===== src/rtl/crt_raster_gen.sv =====
module crt_raster_gen #(
  parameter int HW        = 10,
  parameter int VW        = 13,
  parameter int DEF_HDISP = 80,
  parameter int DEF_HFP   = 2,
  parameter int DEF_HSYNC = 12,
  parameter int DEF_HBP   = 6,
  parameter int DEF_VDISP = 480,
  parameter int DEF_VFP   = 10,
  parameter int DEF_VSYNC = 2,
  parameter int DEF_VBP   = 33
) (
  input  logic          clk,
  input  logic          rst_n,
  input  logic          reg_wr,
  input  logic          reg_sel,
  input  logic [7:0]    reg_wdata,
  input  logic          misc_wr,
  input  logic [1:0]    misc_wdata,
  output logic [HW-1:0] char_cnt,
  output logic [VW-1:0] line_cnt,
  output logic          disp_en,
  output logic          hsync,
  output logic          vsync,
  output logic          sof
);
  localparam int HTOT = DEF_HDISP + DEF_HFP + DEF_HSYNC + DEF_HBP;
  localparam int VTOT = DEF_VDISP + DEF_VFP + DEF_VSYNC + DEF_VBP;
  localparam logic [8:0]  R_HTOT = 9'(HTOT - 5);
  localparam logic [7:0]  R_HDE  = 8'(DEF_HDISP - 1);
  localparam logic [7:0]  R_HSS  = 8'(DEF_HDISP + DEF_HFP);
  localparam logic [4:0]  R_HSE  = 5'(DEF_HDISP + DEF_HFP + DEF_HSYNC);
  localparam logic [11:0] R_VTOT = 12'(VTOT - 2);
  localparam logic [11:0] R_VDE  = 12'(DEF_VDISP - 1);
  localparam logic [11:0] R_VSS  = 12'(DEF_VDISP + DEF_VFP - 1);
  localparam logic [3:0]  R_VSE  = 4'(DEF_VDISP + DEF_VFP + DEF_VSYNC - 1);

  logic [7:0]  idx;
  logic [8:0]  p_htot, a_htot;
  logic [7:0]  p_hde, a_hde, p_hss, a_hss;
  logic [4:0]  p_hse, a_hse;
  logic [11:0] p_vtot, a_vtot, p_vde, a_vde, p_vss, a_vss;
  logic [3:0]  p_vse, a_vse;
  logic [1:0]  p_pol, a_pol;
  logic        p_lock;
  logic        hs_on, vs_on;

  wire data_wr = reg_wr && reg_sel;
  wire h_ok    = !p_lock;

  always_ff @(posedge clk) begin
    if (!rst_n) begin
      idx <= '0;
      p_htot <= R_HTOT; p_hde <= R_HDE; p_hss <= R_HSS; p_hse <= R_HSE;
      p_vtot <= R_VTOT; p_vde <= R_VDE; p_vss <= R_VSS; p_vse <= R_VSE;
      p_lock <= 1'b0;   p_pol <= 2'b11;
    end else begin
      if (reg_wr && !reg_sel) idx <= reg_wdata;
      if (misc_wr) p_pol <= misc_wdata;
      if (data_wr) begin
        case (idx)
          8'd0:  if (h_ok) p_htot[7:0] <= reg_wdata;
          8'd1:  if (h_ok) p_hde <= reg_wdata;
          8'd2:  if (h_ok) p_hss <= reg_wdata;
          8'd3:  if (h_ok) p_hse <= reg_wdata[4:0];
          8'd4:  if (h_ok) p_htot[8] <= reg_wdata[0];
          8'd8:  p_vtot[7:0]  <= reg_wdata;
          8'd9:  p_vtot[11:8] <= reg_wdata[3:0];
          8'd10: p_vde[7:0]   <= reg_wdata;
          8'd11: p_vde[11:8]  <= reg_wdata[3:0];
          8'd12: p_vss[7:0]   <= reg_wdata;
          8'd13: p_vss[11:8]  <= reg_wdata[3:0];
          8'd14: begin p_lock <= reg_wdata[7]; p_vse <= reg_wdata[3:0]; end
          default: ;
        endcase
      end
    end
  end

  wire h_last    = (char_cnt == HW'(a_htot) + HW'(4));
  wire v_last    = (line_cnt == VW'(a_vtot) + VW'(1));
  wire frame_end = h_last && v_last;

  wire [HW-1:0] h_nxt = h_last ? '0 : char_cnt + HW'(1);
  wire [VW-1:0] v_nxt = !h_last ? line_cnt : (v_last ? '0 : line_cnt + VW'(1));
  wire [VW-1:0] vm1_nxt = v_nxt - VW'(1);

  wire [7:0]  n_hss = frame_end ? p_hss : a_hss;
  wire [4:0]  n_hse = frame_end ? p_hse : a_hse;
  wire [11:0] n_vss = frame_end ? p_vss : a_vss;
  wire [3:0]  n_vse = frame_end ? p_vse : a_vse;

  always_ff @(posedge clk) begin
    if (!rst_n) begin
      char_cnt <= '0; line_cnt <= '0; sof <= 1'b0;
      hs_on <= 1'b0;  vs_on <= 1'b0;
      a_htot <= R_HTOT; a_hde <= R_HDE; a_hss <= R_HSS; a_hse <= R_HSE;
      a_vtot <= R_VTOT; a_vde <= R_VDE; a_vss <= R_VSS; a_vse <= R_VSE;
      a_pol <= 2'b11;
    end else begin
      char_cnt <= h_nxt;
      line_cnt <= v_nxt;
      sof      <= frame_end;
      if (h_nxt == HW'(n_hss))                     hs_on <= 1'b1;
      else if (hs_on && h_nxt[4:0] == n_hse)       hs_on <= 1'b0;
      if (vm1_nxt == VW'(n_vss))                   vs_on <= 1'b1;
      else if (vs_on && vm1_nxt[3:0] == n_vse)     vs_on <= 1'b0;
      if (frame_end) begin
        a_htot <= p_htot; a_hde <= p_hde; a_hss <= p_hss; a_hse <= p_hse;
        a_vtot <= p_vtot; a_vde <= p_vde; a_vss <= p_vss; a_vse <= p_vse;
        a_pol  <= p_pol;
      end
    end
  end

  assign disp_en = (char_cnt <= HW'(a_hde)) && (line_cnt <= VW'(a_vde));
  assign hsync   = hs_on ^ a_pol[0];
  assign vsync   = vs_on ^ a_pol[1];

  AST_SOF_AT_ORIGIN: assert property (@(posedge clk) disable iff (!rst_n)
    sof |-> (char_cnt == '0 && line_cnt == '0));
  AST_CHAR_BOUND: assert property (@(posedge clk) disable iff (!rst_n)
    char_cnt <= HW'(a_htot) + HW'(4));
  AST_LINE_STEP: assert property (@(posedge clk) disable iff (!rst_n)
    !$stable(line_cnt) |-> char_cnt == '0);
  AST_HSYNC_START: assert property (@(posedge clk) disable iff (!rst_n)
    (char_cnt == HW'(a_hss) && !sof) |-> hs_on);
  AST_LOCK_HOLDS: assert property (@(posedge clk) disable iff (!rst_n)
    (data_wr && p_lock && idx < 8'd8) |=> ($stable(p_htot) && $stable(p_hde) && $stable(p_hss) && $stable(p_hse)));
  AST_STAGE_STABLE: assert property (@(posedge clk) disable iff (!rst_n)
    !$past(frame_end) |-> ($stable(a_htot) && $stable(a_vtot) && $stable(a_pol)));
endmodule


===== config.mk =====
export PLATFORM = sky130hd
export DESIGN_NAME = crt_raster_gen
export DESIGN_NICKNAME = d
export VERILOG_FILES = /design/src/rtl/crt_raster_gen.sv
export SDC_FILE = /design/constraint.sdc
export NUM_CORES = 1
export LEC_CHECK = 0
export ABC_AREA = 1
export CAP_MARGIN = 40
export CORE_UTILIZATION = 25
export CTS_BUF_LIST = sky130_fd_sc_hd__clkbuf_2 sky130_fd_sc_hd__clkbuf_4 sky130_fd_sc_hd__clkbuf_8
export DETAILED_ROUTE_END_ITERATION = 10
export DONT_BUFFER_PORTS = 1
export PLACE_DENSITY = 0.46
export SKIP_CTS_REPAIR_TIMING = 1
export SLEW_MARGIN = 25
export SYNTH_ARGS = -nofsm -noshare
export SYNTH_HDL_FRONTEND = slang
export SYNTH_SLANG_ARGS = --single-unit

===== constraint.sdc =====
create_clock -name clk -period 5.7 [get_ports clk]
set_input_delay 0.57 -clock clk [delete_from_list [all_inputs] [get_ports clk]]
set_output_delay 0.57 -clock clk [all_outputs]
set_load 0.01 [all_outputs]

# Word-level counts from Yosys, hierarchy flattened
# Cells that the tools add are included.
[totals] out_inout_bits=27 wordCells=89 input_bits=15 regBits=179
[op_classes] muxes=11 bitwise_logic=3 n_addsub=5 reduce_logical=22 magnitude_cmp=2 n_eq_ne=17
[op_table] cell="$eq 8x4->1 const B" count=7
[op_table] cell="$mux 13" count=2
[op_table] cell="$eq 8x2->1 const B" count=2
[op_table] cell="$reduce_and 3->1" count=5
[op_table] cell="$reduce_and 2->1" count=7
[op_table] cell="$add 12x1->13 const B" count=1
[op_table] cell="$add 13x1->13 const B" count=1
[op_table] cell="$eq 13x12->1" count=1
[op_table] cell="$eq 13x13->1" count=1
[op_table] cell="$le 13x12->1" count=1
[op_table] cell="$sub 13x1->13 const B" count=1
[op_table] cell="$mux 12" count=1
[op_table] cell="$add 10x1->10 const B" count=1
[op_table] cell="$add 9x3->10 const B" count=1
[op_table] cell="$eq 10x10->1" count=1
[op_table] cell="$eq 10x8->1" count=1
[op_table] cell="$le 10x8->1" count=1
[op_table] cell="$mux 10" count=1
[op_table] cell="$eq 8x1->1 const B" count=1
[op_table] cell="$eq 8x3->1 const B" count=1
[op_table] cell="$logic_not 8->1" count=1
[op_table] cell="$mux 8" count=1
[op_table] cell="$logic_and 1x1->1" count=6
[op_table] cell="$eq 5x5->1" count=1
[op_table] cell="other kinds (8)" count=13

# Depth between registers and ports, before layout
# Gate-level depths: netlist (run 1).
[depth] ltp_word=9 mapped_depth=26

# Worst setup path before layout (run 1)
# Ideal clock, no wire load.
[synth_timing] kind="reg2reg" from="register a_htot[2]" to="register vs_on" synth_period_minus_slack_ns=2.839 n_path_buf=1 t_required_ns=5.633 path_slack_ns=2.861 setup_ns=0.067 arrival_time_ns=2.772 path_stages_with_launch=23 path_cell_list="dfxtp_1 -> ha_1 -> xnor2_1 -> nand2_1 -> nor2_2 -> nand4_2 -> nor2_2 -> nand3_2 -> buf_6 -> nand2_1 -> inv_2 -> nor2_4 -> ha_1 -> nand3_1 -> nor2_1 -> nand2_1 -> nand2_1 -> nand3_1 -> nand2_1 -> nand2_1 -> nor2_1 -> nand3_1 -> a21oi_2"
[synth_between] elab_chain_cells=7 word_cells_on_any_way=12
[synth_rtl] element="start, declared" line_no="39" source="logic [8:0] p_htot, a_htot;"
[synth_rtl] element="start signal, assigned" line_no="109" source="a_htot <= p_htot; a_hde <= p_hde; a_hss <= p_hss; a_hse <= p_hse;"
[synth_rtl] element="$add 9x3->10 *" line_no="80" source="wire h_last = (char_cnt == HW'(a_htot) + HW'(4));"
[synth_rtl] element="$eq 10x10->1 *" line_no="80"
[synth_rtl] element="$mux 13 or $logic_and 1x1->1 (tied branches)" line_no="85, 82"
[synth_rtl] element="$sub 13x1->13 or $mux 4 (tied branches)"
[synth_rtl] element="$eq 4x4->1" line_no="107" source="else if (vs_on && vm1_nxt[3:0] == n_vse) vs_on <= 1'b0;"
[synth_rtl] element="$logic_and 1x1->1" line_no="107"
[synth_rtl] element="$reduce_bool 2->1 (no line)"
[synth_rtl] element="end signal, assigned" line_no="96" source="hs_on <= 1'b0; vs_on <= 1'b0;"
[synth_rtl] element="end signal, assigned" line_no="106" source="if (vm1_nxt == VW'(n_vss)) vs_on <= 1'b1;"
[synth_rtl] element="end signal, assigned" line_no="107"
[synth_rtl] element="end, declared" line_no="46" source="logic hs_on, vs_on;"
# Mark *: on every way between the ends. The rest lies on a longest branch, timed or not.
# A chain may end at the register's enable or synchronous reset.

# Worst setup path in the final report (run 1)
# Ends and elaborated chain as after synthesis.

==> results of run 1 <==
[logic make-up (layout without fill, tap and decap cells)]
group	count (synthesis)	in the layout
DFF	179	179
buffers and inverters	218	215
and+or+nand+nor	641	641
AOI/OAI and AO/OA	244	244
xor gates and xnor gates	35	35
adders and majority gates	25	25
muxes	5	5
[power by group through the flow]
stage	logic, W	clock network, W	registers, W
after floorplan	0.0000615	0	0.00130
after global placement	0.0000793	0	0.00130
after detailed placement	0.0000804	0	0.00130
after CTS	0.0000810	0.000960	0.00127
after global routing	0.0000907	0.00100	0.00128
final	0.0000807	0.000929	0.00127
[sequential cells by signal (all words and copies together) (netlist names), 2 cells and up]
register  flops
p_vss        12
p_hss         8
p_htot        9
p_pol         2
a_hde         8
p_vse         4
a_vse         4
a_vtot       12
idx           8
a_hse         5
a_hss         8
p_vde        12
a_htot        9
char_cnt     10
a_vss        12
p_hde         8
p_hse         5
a_pol         2
line_cnt     13
a_vde        12
p_vtot       12
[routing by layer]
metal	global-route usage [%]	wire, um	vias up
li1	-	-	4349
met1	23.7	15300	3857
met2	23.4	12400	184
met3	2.75	1600	18
met4	3.67	295	0
met5	0	0	-
[cell type report]
type	instances	area share, %
Multi-Input combinational cell	950	48.1
Sequential cell	179	34.7
Inverter	174	6.34
Tap cell	504	6.10
Clock buffer	18	2.40
Clock inverter	14	1.56
Timing Repair Buffer	9	0.847
[per-stage QoR]
stage	utilization [%]	cells	setup slack, ps	cell area, sq um	total power (W)
2_1_floorplan	-	1347	2860	9430	0.00136
3_3_place_gp	26.8	1811	1610	9870	0.00138
3_5_place_dp	26.9	1814	1580	9910	0.00138
4_1_cts	28.0	1846	1550	10300	0.00231
5_1_grt	28.0	1848	1140	10300	0.00237
6_report	28.0	1848	1600	10300	0.00228
[worst max-delay path by stage]
stage | to | start | slack [ps]
6_report | vs_on$_SDFFE_PN0P_ | a_htot[2]$_SDFFE_PN1P_ | 1600
2_1_floorplan | vs_on$_SDFFE_PN0P_ | a_htot[2]$_SDFFE_PN1P_ | 2860
4_1_cts | vs_on$_SDFFE_PN0P_ | a_htot[2]$_SDFFE_PN1P_ | 1550
3_5_place_dp | vs_on$_SDFFE_PN0P_ | a_htot[2]$_SDFFE_PN1P_ | 1580
3_3_place_gp | vs_on$_SDFFE_PN0P_ | a_htot[2]$_SDFFE_PN1P_ | 1610
5_1_grt | vs_on$_SDFFE_PN0P_ | a_htot[2]$_SDFFE_PN1P_ | 1140
[cells in the final DEF, fill, tap and decap left out, types with 4 or more instances in the layout]
master,n
clkinv_1,4
ha_1,25
nand4_1,22
clkbuf_8,18
nor3_1,15
nand3b_1,5
inv_8,6
o21ai_2,5
mux2i_1,5
xor2_1,24
inv_1,155
nand2_2,7
nand3_2,9
nor2_1,120
xnor2_1,11
o211ai_1,40
nor2_2,14
a21oi_1,86
nor2_4,12
nand3_1,90
or2_2,7
dfxtp_1,179
nand2_1,328
o21ai_1,9
buf_4,8
inv_2,14
o21ai_0,91
==> results.tsv, run 1 <==
metric	value	unit
outcome	finished, final reports clean	
vias in the first global route	7733	
Worst R2R Setup Slack	1600	ps
GRT overflow	0	
Post-synth ARST share	0	%
# setup viols final	0	
Ports	42	
drt drc	0	
vias per cell	4.55	
core area	36900	sq um
largest stage delay on the critical path	500	ps
Avg Synthesized Cell Area	7.00	sq um
Worst Path Max Fanout	12	
final antenna-violating net count	0	
WL final	29.6	mm
most common library cells after synthesis	328 x nand2_1, 179 x dfxtp_1, 155 x inv_1, 120 x nor2_1, 91 x o21ai_0	
EDFF count, synth	0	
slew of the pin with the lowest slew margin	760	ps
Die Area	38500	sq um
path depth of the worst reg2reg path	21	
gr usage total	15.9	%
DR pass1 iterations	5	
H-tree depth	4	
Synth Area in Compound Gates	14.6	%
min-delay src	misc_wr	
Worst Setup End Kind	flip-flop	
final worst-path cycle share	71.9	%
detailed-route via count	8408	
Synth area leaders	dfxtp_1 38%, nand2_1 13%, inv_1 6.2%, o21ai_0 4.8%, nand3_1 4.8%	
sequential share of power	55.8	%
Port-buffer cells	0	
Detailed Route Iter0 Violations	733	
synth warn	0	
Crit path top cell by count	nand2_1	
Hold Fails Final Rpt	0	
area grow syn2layout	9.59	%
RR Startpoint	a_htot[2]$_SDFFE_PN1P_	
cell area after synthesis	9430	sq um
worst path bufs/invs	2	
post-synthesis mux area share	0.531	%
Peak VDD IR	0.000139	V
HP Class	primary input to flip-flop	
adder-cell share of the synthesized area	3.32	%
xor and xnor area share after synthesis	3.25	%
insertion delay to the later sink of the worst-skew pair	480	ps
Initial Util	25.6	%
row count	70	
initial antenna violation count	0	
WP data arrival	4510	ps
Psw	0.000616	W
fin nets	1371	
top_reg_cell synth	dfxtp_1	
post-synth cell types	47	
footprint of the multi-input gates	4970	sq um
end of the worst hold path	p_pol[1]$_SDFFE_PN1P_	
delay-heaviest family, CP	simple AND/OR/NAND/NOR gates	
cells after synthesis	1347	
number of max-cap violations	0	
cell chain of the critical path	ha_1, xnor2_1, nand2_1, nor2_2, nand4_2, nor2_2, nand3_2, nand2_1, inv_1, nor2_4, ha_1, nand3_1, inv_1, nand2_1, nor2_1, nand2_1, nand2_1, nand3_1, nor2_1, nand3_1, a21oi_2	
Register Area	3580	sq um
Root Buffer	clkbuf_8	
Critical R2R Capture	vs_on$_SDFFE_PN0P_	
flops & latches, synth	179	
post-synthesis simple-gate area fraction	30.9	%
CP max stage cell	dfxtp_1	
most common cell in the netlist	nand2_1	
RSZ-0062 raised after global routing	false	
type of the worst setup path	flip-flop to flip-flop	
Worst Path Required	6120	ps
Sw Ratio	27.0	%
layout cells sized above 1	8.78	%
hold slack	183	ps
pwr/cell area	221	nW/um^2
fmax	0.244	GHz
TNS Setup	0	ps
Fillers	4097	
Placer Congestion	0.877	
internal power	0.00167	W
Clock Pin Slew Worst Setup and Hold Paths	110	ps
Synthesized Nets	1387	
post-layout min period	4100	ps
largest family of logic cells by synthesized area	simple AND/OR/NAND/NOR gates	
Worst Skew	20.0	ps
Leak	4.92	nW
register area share after synthesis	38.0	%
first-pass GRT wire length	46.9	mm
CTS tree	done	
Chip Height	196	um
Max-slew headroom	49.3	%
Longest Clk Path Bufs	2	
WL per Instance	16.0	um
clk sinks	179	
CP Depth	21	
ANT cells	0	
leading area contributor after synthesis	dfxtp_1	
worst hold path depth	1	
Clock power frac	40.7	%
max-slew violation count	0	
post-DP HPWL	21.8	mm
post-synth top area share	38.0	%
Num CTS Buffers	17	
CP Launch Type	flip-flop	
die width	196	um
combinational power share	3.5	%
largest net degree at the start of global routing	121	
No activity file was read; power rests on OpenSTA's default activity.
==> inputs of run 2 (changes only) <==
- PLACE_DENSITY: 0.46 -> 0.48
- clock period: 5.7 -> 3.5 ns (I/O delays scaled with it)
==> run 2 against run 1 <==
  * Count of clock-buffer cells in the layout decreased by 1
  * Register-to-register slack worse by 1300 ps
  * Critical path depth fell by 8
  * Via count is 3.7% higher
  * Flip-flop and latch count unchanged
  * Design area is 4.8% higher
  * Utilization is 1.4 points higher
  * Setup slack worse by 1300 ps
  * Total power up 71%
  * Sequential power increased by 63%
  * Clock power grew 79%
==> results.tsv, run 2 (synthesis gave the netlist of run 1 again) <==
metric	value	unit	change
non-filler instance count after layout	1897		+2.7%
row count	70		unchanged
CTS tree	done		
CP max stage cell	dfxtp_1		
Longest Clk Path Bufs	2		unchanged
Port-buffer cells	0		unchanged
Worst Path Required	3150	ps	-2970 ps
clk sinks	179		unchanged
first-pass GRT wire length	47.2	mm	+0.72%
grt met3 use	2.87	%	+0.12 points
fmax	0.309	GHz	
most common cell after layout, fill and taps aside	nand2_1		
ANT cells	0		unchanged
Worst R2R Setup Slack	310	ps	-1290 ps
initial antenna violation count	0		unchanged
outcome	finished, final reports clean		
vias per cell	4.60		+1.0%
RR Startpoint	a_htot[3]$_SDFFE_PN1P_		
Num CTS Buffers	17		unchanged
drt drc	0		unchanged
core area	36900	sq um	unchanged
GRT overflow	0		unchanged
end of the worst hold path	p_pol[1]$_SDFFE_PN1P_		
Critical R2R Capture	vs_on$_SDFFE_PN0P_		
path depth of the worst reg2reg path	21		unchanged
hold slack	3.81	ps	-179 ps
DR pass1 iterations	5		unchanged
Root Buffer	clkbuf_8		
post-DP HPWL	21.8	mm	+0.23%
largest stage delay on the critical path	520	ps	+20 ps
min-delay src	misc_wdata[1]		
most frequent cells in the layout	328 x nand2_1, 177 x dfxtp_1, 155 x inv_1		
Clock Pin Slew Worst Setup and Hold Paths	110	ps	about the same
die width	196	um	unchanged
post-layout min period	3240	ps	
Peak VDD IR	0.000266	V	+92%
final antenna-violating net count	0		unchanged
Chip Height	196	um	unchanged
WP data arrival	2890	ps	-1620 ps
met1 Use GR	22.4	%	-1.3 points
Placer Congestion	0.907		+3.4%
Biggest register	line_cnt		
final worst-path cycle share	92.6	%	
Hold Fails Final Rpt	0		unchanged
Worst Skew	18.9	ps	-1.13 ps
gr usage total	16.0	%	+0.092 points
layout cells sized above 1	11.8	%	+3.0 points
Die Area	38500	sq um	unchanged
Register Area	3590	sq um	about the same
Detailed Route Iter0 Violations	673		-8.2%
dpl cells	1843		+1.6%
gr busiest metal	met2		
met2 Resource Use GR	25.0	%	+1.6 points
fin nets	1420		+3.6%
slew of the pin with the lowest slew margin	771	ps	+10.2 ps
Max-slew headroom	48.4	%	-0.87 points
WL per Instance	16.4	um	+2.1%
Fillers	4010		-2.1%
Leak	5.18	nW	+5.2%
footprint of the multi-input gates	5000	sq um	+0.68%
Worst Path Max Fanout	4		-8
Ports	42		unchanged
type of the worst setup path	flip-flop to output port		
H-tree depth	4		unchanged
WL final	31.1	mm	+4.8%
cell chain of the critical path	buf_4, ha_1, a21oi_1, o21ai_0, a21oi_1, nor2_1, nor2_1, o221ai_1, a221oi_1, o21ai_0, o41ai_1, nand2_1, inv_1		
max reg flops	13		unchanged
worst hold path depth	2		+1
largest net degree at the start of global routing	121		unchanged
Worst Setup End Kind	output port		
CP Launch Type	flip-flop		
HP Class	primary input to flip-flop		
area grow syn2layout	14.9	%	
Initial Util	25.6	%	unchanged
Tot Pwr	0.00390	W	+71%
# setup viols final	0		unchanged
detailed-route via count	8720		+3.7%
pwr/cell area	360	nW/um^2	+63%
final design utilization	29.4	%	+1.4 points
number of max-cap violations	0		unchanged
insertion delay to the later sink of the worst-skew pair	480	ps	about the same
vias in the first global route	8031		+3.9%
max-slew violation count	0		unchanged
-- run 2: cell types whose count changed in the layout (fill, tap and decap cells not counted), moves of 2 or more --
cell / previous run / this run
buf_4: 8 / 41
dlygate4sd3_1: 0 / 11
buf_12: 0 / 3
bufinv_16: 1 / 4
nor2_1: 120 / 117
clkbuf_4: 0 / 2
clkinvlp_4: 1 / 3
dfxtp_1: 179 / 177
dfxtp_2: 0 / 2
ha_1: 25 / 23
ha_2: 0 / 2
inv_8: 6 / 4
nor2_4: 12 / 14
-- run 2: metrics by stage --
step	setup slack (ps)	TNS, ps	instance area (sq um)
final	259	0	10800
after global routing	-8.31	-8.31	10800
after CTS	223	0	10600
after detailed placement	243	0	10100
after global placement	259	0	10100
after floorplan	661	0	9430
-- run 2: final cells by class --
cell class	count	share of cell area, %
clock buffer	17	2.16
clock inverter	15	2.02
inverter	174	6.05
multi-input combinational	950	46.2
sequential	179	33.1
tap	504	5.82
timing repair buffer	58	4.69
-- run 2: worst max-delay path by stage --
| stage | endpoint | slack (ps) | depth (start not counted) | startpoint |
|---|---|---|---|---|
| 2_1_floorplan | vs_on$_SDFFE_PN0P_ | 660 | 22 | a_htot[2]$_SDFFE_PN1P_ |
| 3_3_place_gp | vs_on$_SDFFE_PN0P_ | 260 | 21 | a_vtot[2]$_SDFFE_PN0P_ |
| 3_5_place_dp | vs_on$_SDFFE_PN0P_ | 240 | 22 | a_vtot[0]$_SDFFE_PN1P_ |
| 4_1_cts | hs_on$_SDFFE_PN0P_ | 220 | 16 | a_vtot[0]$_SDFFE_PN1P_ |
| 5_1_grt | vs_on$_SDFFE_PN0P_ | -8 | 24 | a_vtot[1]$_SDFFE_PN1P_ |
| 6_report | disp_en | 260 | 13 | line_cnt[2]$_SDFF_PN0_ |
-- run 2: worst max-delay path: cells and delay by family (launching register included) --
kind / cells / cell delay [ps]
AND/OR/NAND/NOR: 3 / 320
adder cells (fa/ha/maj): 1 / 240
AO/OA/AOI/OAI: 7 / 990
flip-flops: 1 / 520
buffers and inverters: 2 / 360
-- run 2: layer usage --
layer,wire length (um),vias up
met5,0,-
met4,524,0
met3,1550,25
met2,13600,191
met1,15400,4046
li1,-,4458
-- run 2: report_power, final --
group	switching, W	internal, W
combinational	0.000122	0.0000518
clock	0.000855	0.000801
sequential	0.0000122	0.00206
total	0.000990	0.00291
==> inputs of run 3 (changes only) <==
- CORE_UTILIZATION: 25 -> 55
- PLACE_DENSITY: 0.48 -> 0.81
==> run 3 against run 2 <==
  * The flow now finishes with violations (hold timing)
  * First-iteration DRC count increased by 50%
  * Non-clock buffer count decreased by 19
  * Flip-flop and latch count unchanged
  * Worst hold slack got worse by 19 ps
  * Largest power group unchanged
  * Combinational power decreased by 12%
  * Sequential share of layout area increased by 1.9 points
  * Wire length decreased by 15%
  * Count of clock-buffer cells in the layout increased by 3
  * Highest routed layer unchanged
  * Sequential power about the same
  * Critical path depth increased by 7
  * Register-to-register slack about the same
  * Total power decreased by 7.2%
==> results.tsv, run 3 (synthesis gave the netlist of run 1 again) <==
metric	value	unit	change
Worst Setup End Kind	flip-flop		
Chip Height	133	um	-32%
Placer Congestion	1.00		+10%
Biggest register	line_cnt		
die width	133	um	-32%
most frequent cells in the layout	328 x nand2_1, 179 x dfxtp_1, 155 x inv_1		
final worst-path cycle share	91.4	%	-1.2 points
Hold Fails Final Rpt	2		+2
number of max-cap violations	0		unchanged
insertion delay to the later sink of the worst-skew pair	480	ps	about the same
WL final	26.3	mm	-15%
slew of the pin with the lowest slew margin	704	ps	-66.3 ps
fin nets	1401		-1.3%
slack of the critical path	301	ps	+41.6 ps
layout cells sized above 1	10.1	%	-1.6 points
vias in the first global route	8148		+1.5%
most common cell after layout, fill and taps aside	nand2_1		
Leak	5.07	nW	-2.2%
final design utilization	61.5	%	+32 points
CP Launch Type	flip-flop		
first-pass GRT wire length	41.4	mm	-12%
largest net degree at the start of global routing	121		unchanged
fmax	0.313	GHz	+1.3%
Die Area	17700	sq um	-54%
max-slew violation count	0		unchanged
Num CTS Buffers	17		unchanged
Ports	42		unchanged
Setup WS pre-CTS	212	ps	-30.8 ps
final antenna-violating net count	0		unchanged
# setup viols final	0		unchanged
WP data arrival	3610	ps	+720 ps
Peak VDD IR	0.000284	V	+6.7%
DR pass1 iterations	5		unchanged
RSZ-0062 raised after global routing	false		
Port-buffer cells	0		unchanged
HP Class	primary input to flip-flop		
pwr/cell area	354	nW/um^2	-1.7%
CTS tree	done		
ANT cells	0		unchanged
GRT overflow	0		unchanged
failing checks	hold timing		
type of the worst setup path	flip-flop to flip-flop		
H-tree depth	4		unchanged
area grow syn2layout	8.45	%	
initial antenna violation count	0		unchanged
Longest Clk Path Bufs	2		unchanged
post-DP HPWL	18.6	mm	-15%
drt drc	0		unchanged
hold slack	-15.6	ps	-19.4 ps
clk sinks	179		unchanged
outcome	finished, violations left		
gr usage total	30.1	%	+14 points
max reg flops	13		unchanged
Root Buffer	clkbuf_8		
core area	16600	sq um	-55%
Tot Pwr	0.00362	W	-7.2%
row count	47		-33%
post-layout min period	3200	ps	-41.6 ps
Worst Path Max Fanout	25		+21
Worst Path Required	3910	ps	+760 ps
Max-slew headroom	52.9	%	+4.4 points
detailed-route via count	9024		+3.5%
Worst Skew	18.3	ps	-0.563 ps
TNS Setup	0	ps	unchanged
vias per cell	5.66		+23%
Clock Pin Slew Worst Setup and Hold Paths	100	ps	about the same
WL per Instance	16.5	um	+0.88%
Detailed Route Iter0 Violations	1010		+50%
Initial Util	56.7	%	+31 points
run 3: cell types whose count changed in the layout (fill, tap and decap cells not counted), moves of 3 or more:
cell | before | now
buf_4 | 41 | 26
bufinv_16 | 4 | 1
dlygate4sd3_1 | 11 | 8
inv_8 | 4 | 1
run 3: stage by stage:
step | instances | instance area (sq um)
floorplan | 1347 | 9430
global placement | 1543 | 9650
detailed placement | 1544 | 9650
global route | 1593 | 10200
CTS | 1575 | 10000
finish | 1593 | 10200
run 3: worst paths after layout:
kind | start | to | slack (ps) | depth (start not counted)
min reg2reg | p_vde[11]$_SDFFE_PN0P_ | p_vde[11]$_SDFFE_PN0P_ | 450 | 2
max | a_vtot[0]$_SDFFE_PN1P_ | vs_on$_SDFFE_PN0P_ | 300 | 20
max reg2reg | a_vtot[0]$_SDFFE_PN1P_ | vs_on$_SDFFE_PN0P_ | 300 | 20
min | reg_wdata[1] | p_vtot[9]$_SDFFE_PN1P_ | -20 | 2
run 3: cell type report:
cell class	count	area (sq um)
clock inverter	11	118
fill	1453	6410
inverter	174	656
sequential	179	3580
timing repair buffer	39	345
multi-input combinational	950	4980
clock buffer	20	269
tap	220	275
run 3: worst max-delay path, cell delays in order (launching register included):
cell and delay [ps]:
dfxtp_1 420, ha_1 230, nand2_1 130, nor2_4 140, nand2_1 70, nand2_1 90, nand2_1 60, nor2_1 220
nand3_4 130, nor2_8 160, buf_4 160, nand2_4 180, nand3_1 260, nand2_1 100, nor2_2 180, nand3_1 100
nand2_1 60, nand3_1 70, nor2_1 130, nand3_1 100, a21oi_2 110
run 3: routing by layer:
metal / vias up / wire [um] / GRT usage, % / part of all wire, %
li1: 4407 / - / - / -
met1: 4084 / 11500 / 41.2 / 44
met2: 466 / 11400 / 45.7 / 43
met3: 67 / 2530 / 5.33 / 9.6
met4: 0 / 909 / 14.2 / 3.5
met5: - / 0 / 0 / 0
run 3: power breakdown:
group	internal, W	switching [W]
clock	0.000621	0.000773
combinational	0.0000461	0.000107
sequential	0.00206	0.0000157
